==> config.mk <==
export PLATFORM = sky130hd
export DESIGN_NAME = irq_flag_unit
export DESIGN_NICKNAME = d
export VERILOG_FILES = /design/src/rtl/irqf_pkg.sv /design/src/rtl/irqf_flag_bank.sv /design/src/rtl/irqf_enable_bank.sv /design/src/rtl/irqf_read_mux.sv /design/src/rtl/irq_flag_unit.sv
export SDC_FILE = /design/constraint.sdc
export NUM_CORES = 1
export LEC_CHECK = 0
export ABC_AREA = 1
export BUFFER_PORTS_ARGS = -buffer_cell sky130_fd_sc_hd__buf_2
export CORE_ASPECT_RATIO = 0.6
export CORE_MARGIN = 2
export CORE_UTILIZATION = 33
export DETAILED_ROUTE_END_ITERATION = 8
export SYNTH_ARGS = -nofsm -noshare
export SYNTH_HDL_FRONTEND = slang
export SYNTH_SLANG_ARGS = --single-unit
export TNS_END_PERCENT = 1
==> constraint.sdc <==
create_clock -name clk -period 0.9 [get_ports clk]
set_input_delay 0.18 -clock clk [delete_from_list [all_inputs] [get_ports clk]]
set_output_delay 0.18 -clock clk [all_outputs]
set_load 0.01 [all_outputs]
==> src/rtl/irqf_pkg.sv <==
package irqf_pkg;
  localparam int DATA_W = 8;
  localparam int NSRC   = DATA_W - 1;
  localparam int MODE_BIT = DATA_W - 1;
  typedef logic [NSRC-1:0]   src_vec_t;
  typedef logic [DATA_W-1:0] byte_t;
endpackage

==> src/rtl/irqf_flag_bank.sv <==
module irqf_flag_bank #(
  parameter int N = 7
) (
  input  logic         clk,
  input  logic         rst_n,
  input  logic [N-1:0] set_vec,
  input  logic [N-1:0] clr_vec,
  output logic [N-1:0] flag_q
);
  for (genvar i = 0; i < N; i++) begin : g_cell
    logic upd_en;
    logic flag_d;
    // set has priority over every kind of clear
    always_comb begin
      upd_en = set_vec[i] | clr_vec[i];
      flag_d = set_vec[i];
    end
    always_ff @(posedge clk or negedge rst_n) begin
      if (!rst_n) begin
        flag_q[i] <= 1'b0;
      end else if (upd_en) begin
        flag_q[i] <= flag_d;
      end
    end
  end
endmodule

==> src/rtl/irqf_enable_bank.sv <==
module irqf_enable_bank #(
  parameter int N = 7
) (
  input  logic         clk,
  input  logic         rst_n,
  input  logic         wr_en,
  input  logic         mode_set,
  input  logic [N-1:0] sel,
  output logic [N-1:0] en_q
);
  logic [N-1:0] en_d;
  logic         upd_en;

  always_comb begin
    upd_en = wr_en & (|sel);
    if (mode_set) en_d = en_q | sel;
    else          en_d = en_q & ~sel;
  end

  always_ff @(posedge clk or negedge rst_n) begin
    if (!rst_n) begin
      en_q <= '0;
    end else if (upd_en) begin
      en_q <= en_d;
    end
  end
endmodule

==> src/rtl/irqf_read_mux.sv <==
module irqf_read_mux #(
  parameter int N = 7
) (
  input  logic         pick_flag,
  input  logic         pick_en,
  input  logic         summary,
  input  logic [N-1:0] flag_q,
  input  logic [N-1:0] en_q,
  output logic [N:0]   rdata
);
  always_comb begin
    if (pick_flag)    rdata = {summary, flag_q};
    else if (pick_en) rdata = {1'b1, en_q};
    else              rdata = '0;
  end
endmodule

==> src/rtl/irq_flag_unit.sv <==
module irq_flag_unit
  import irqf_pkg::*;
#(
  parameter int ADDR_W   = 4,
  parameter int FLAG_OFS = 13,
  parameter int MASK_OFS = 14
) (
  input  logic              clk,
  input  logic              rst_n,
  input  logic              bus_wr,
  input  logic [ADDR_W-1:0] bus_addr,
  input  logic [DATA_W-1:0] bus_wdata,
  output logic [DATA_W-1:0] bus_rdata,
  input  logic [NSRC-1:0]   set_pulse,
  input  logic [NSRC-1:0]   clr_strobe,
  output logic              irq_n
);
  localparam logic [ADDR_W-1:0] FLAG_A = ADDR_W'(FLAG_OFS);
  localparam logic [ADDR_W-1:0] MASK_A = ADDR_W'(MASK_OFS);

  logic     hit_flag, hit_mask;
  src_vec_t cpu_clr, all_clr;
  src_vec_t flag_vec, mask_vec;
  logic     summary;

  always_comb begin
    hit_flag = (bus_addr == FLAG_A);
    hit_mask = (bus_addr == MASK_A);
    cpu_clr  = (bus_wr && hit_flag) ? bus_wdata[NSRC-1:0] : '0;
    all_clr  = cpu_clr | clr_strobe;
  end

  irqf_flag_bank #(.N(NSRC)) u_flags (
    .clk     (clk),
    .rst_n   (rst_n),
    .set_vec (set_pulse),
    .clr_vec (all_clr),
    .flag_q  (flag_vec)
  );

  irqf_enable_bank #(.N(NSRC)) u_mask (
    .clk      (clk),
    .rst_n    (rst_n),
    .wr_en    (bus_wr & hit_mask),
    .mode_set (bus_wdata[MODE_BIT]),
    .sel      (bus_wdata[NSRC-1:0]),
    .en_q     (mask_vec)
  );

  always_comb begin
    summary = |(flag_vec & mask_vec);
    irq_n   = ~summary;
  end

  irqf_read_mux #(.N(NSRC)) u_rd (
    .pick_flag (hit_flag),
    .pick_en   (hit_mask),
    .summary   (summary),
    .flag_q    (flag_vec),
    .en_q      (mask_vec),
    .rdata     (bus_rdata)
  );
endmodule

# Yosys cells after proc, flatten, opt, wreduce, memory -nomap -nowiden
# Index checks and enable logic that the tools add are counted.
# op_classes
n_addsub	0
multipliers	0
div_mod_pow	0
order_cmp	0
n_eq_ne	2
shift	0
mux	4
bitwise	15
reduce_logical	3
# op_table
op	count
two-way mux 8 bit	2
AND 7 bit	2
two-way mux 7 bit	2
OR 7 bit	2
OR reduction 7 bit	2
== test 4 bit, second input constant	2
NOT 7 bit	1
OR 1 bit	7
AND 1 bit	2
logical AND 1 bit	1
NOT 1 bit	1
# totals
regBits	14
latchBits	0
ram_bits	0
romBits	0
in_bits	29
memories	0

# Depth between registers and ports, before layout
# depth
depth_word	5
ltp_mapped	7
depth_no_buf	7

# By module
# Synthesis repeated with hierarchy kept, for this count alone.
# hier_totals
hier_cells	152
hier_area_um2	954.7
# by_module_without_submodules
module	instances	cells_per_inst	area_per_inst_um2	seq_area_each_um2
irqf_enable_bank	1	46	361.6	175.2
irqf_flag_bank	1	35	280.3	175.2
irq_flag_unit	1	44	193.9	0.0
irqf_read_mux	1	27	118.9	0.0

# Worst setup path before layout
# No wires, ideal clock.
# synth_timing
kind	reg2out
from	register (tool-made name)
to	output port bus_rdata[7]
arrival_time_ns	0.846
t_required_ns	0.720
path_slack_ns	-0.126
path_stages_with_launch	5
cell_sequence	dfrtp_1 > nand2_1 > nand4_1 > nor2_1 > o21bai_1
# synth_rtl
item	line_no	text
to (decl)	irq_flag_unit.sv:13	output logic [DATA_W-1:0] bus_rdata,

==> results_dict.tcl <==
set metrics [dict create \
    r2r_cells 5 \
    area_delta_synth_final_pct 57.91 \
    cp_slowest_stage_delay_ps 390 \
    numCtsBuffers 3 \
    clock-sinks 14 \
    cp_num_buf_inv 1 \
    via_count 992 \
    synthCells 129 \
    cp-end-kind "output pin" \
    via_per_inst 4.489 \
    grt_pass1_vias 857 \
    clk_latency_ps 250 \
    cp_top_family "flip-flops" \
    slowest_stage "dfrtp_1" \
    violations "setup timing" \
    cts_tree "built" \
    fin_ws_ps -469.9 \
    drtPass1Iterations 4 \
    hold_viol 0 \
    yosysTopAreaCell "dfrtp_1" \
    cts.htree.levels 1 \
    clock_path_buffers 2 \
    wirelength_mm 2.570 \
    grt.busiest_layer "met2" \
    die-height_microns 43.04 \
    diodes 0 \
    rsz0062_at_grt "true" \
    met1_usage 0.2544 \
    relSlewSlack 0.7691 \
    crit_chain "nand2_1 -> nand3_1 -> nor2_2 -> o21bai_1 -> buf_2" \
    path_class "flip-flop to output pin" \
    postRouteAntennaNets 0 \
    place_congestion 0.7697 \
    ys_ff_latch 14 \
    num_rows 14 \
    finalSetupViolations 9 \
    clk_pin_slew_ps 60 \
    fin_hold_ws_ps 109.7 \
    fin_util 0.5398 \
    peakVddDrop_uv 663.6 \
    nNetsFinal 220 \
    crit_fanout 2 \
    dp_hpwl_mm 2.021 \
    hold_depth 3 \
    p_leak_uw 0.0007755 \
    drv_slew 0 \
    min_period_over_period 1.522 \
    groute.usage.overall 0.1833 \
    grt_max_degree 15 \
    required_ps 720 \
    synth_warnings 0 \
    drc 0 \
    drtIter0Drc 40 \
    drv_cap 0 \
    fin_crit_ps 1370 \
    ctsRootBufferMaster "clkbuf_8" \
    core_area_sq_um 2452 \
    tightest_slew_ps 346.4 \
    synth.avg_cell_area_sq_um 6.498 \
    status "complete, but fails checks" \
    finalClockSkew_ps 0 \
    hold_end "u_flags.flag_q[2]$_DFFE_PN0P_" \
    start_util 0.3418 \
    wl_per_cell_microns 11.63 \
    cp.arrival_ps 1190 \
    port_buffers 37 \
    io_pins 38 \
    syn-cell-area_sq_um 838.3 \
    die_x_microns 69.07 \
    r2r-end "u_flags.flag_q[0]$_DFFE_PN0P_" \
    synth_nets 158 \
    layout_commonest_cell "buf_2" \
    use_met3 0.06651 \
    antenna_found_initial 0 \
    crit_path_start_kind "flip-flop" \
    drive_gt1_frac 0.3915 \
    r2r-start "u_flags.flag_q[0]$_DFFE_PN0P_" \
    dp_slack_ps -311.0 \
    die_area_sq_um 2973 \
    ys_seq_area_frac 0.4179 \
    synth_area_leaders "dfrtp_1 (42%), nand2_1 (18%), inv_1 (13%), o21ai_0 (8.4%), nor2_1 (6.7%)" \
    grtUsageMet2 0.2712 \
    max_freq_ghz 0.7300 \
    final_cell_mix "buf_2 (37), nand2_1 (31), inv_1 (26)" \
    reg2reg_slack_ps 70 \
    hold_class "input pin to flip-flop" \
    power.density_nw_per_um2 1385 \
    netlist.area_leader.share 0.4179 \
    grt_overflow 0 \
    grt_first_pass_wirelength_mm 4.098 \
    hp-start "set_pulse[2]" \
    yosysUniqueCellTypes 10 \
]
[cell families after synthesis]
kind of cell,after synthesis,share of synthesized area
AND/OR/NAND/NOR,69,0.3463
buffers and inverters,28,0.1254
AO/OA/AOI/OAI,18,0.1104
flip-flops,14,0.4179
[cell usage after synthesis (all sizes together)]
cell    instances
dfrtp          14
inv            28
nand2          40
nand3          11
nand4           2
nor2           15
nor3            1
o21ai          17
o21bai          1
[tightest hold or removal path, stage by stage]
cell	delay [ps]
buf_2	70
inv_1	30
nand2_1	50
[report_power, final]
part           switching, uW  total, uW  internal (uW)
Clock                    228        525            297
Combinational            261        545            284
Sequential              53.7        764            710
[timing repair]
action / 4_1_cts / 5_1_grt
buffers inserted: 1 / 0
gates resized for setup: 13 / 8
pin swaps: 4 / 9
endpoints found under the hold margin: 14 / 0
endpoints found under the setup margin: 9 / 19
hold buffers: 1 / 0
[stage by stage]
step | setup TNS [ps] | instances | instance area (sq um) | power, uW
global route | -3223 | 221 | 1324 | 1940
CTS | -2805 | 221 | 1308 | 1837
global placement | -4178 | 216 | 1206 | 1229
finish | -2808 | 221 | 1324 | 1834
detailed placement | -5220 | 216 | 1206 | 1245
floorplan | -620.4 | 129 | 845.8 | 959.7
[final cells by class]
cell class | instances | area [sq um]
repair buffers | 57 | 364.1
well taps | 32 | 40.04
flip-flops and latches | 14 | 350.3
clock buffers | 3 | 41.29
multi-input cells | 87 | 422.9
fillers | 241 | 1129
inverters | 28 | 105.1
[worst max path at each step]
stage | from | end | slack [ps] | cells after the start
detailed placement | bus_addr[2] | bus_rdata[1] | -310 | 6
floorplan | flip-flop | bus_rdata[7] | -90 | 4
finish | flip-flop | bus_rdata[7] | -470 | 5
global placement | bus_addr[2] | bus_rdata[7] | -270 | 6
CTS | flip-flop | bus_rdata[7] | -450 | 5
global route | flip-flop | bus_rdata[7] | -520 | 5
[routing by layer]
layer | share of wire | wire length, microns | up-vias
met2 | 0.43 | 1113 | 39
met1 | 0.46 | 1193 | 432
met5 | 0 | 0 | -
li1 | - | - | 517
met4 | 0.0074 | 19 | 0
met3 | 0.095 | 244 | 4
No activity file was read; power rests on OpenSTA's default activity.
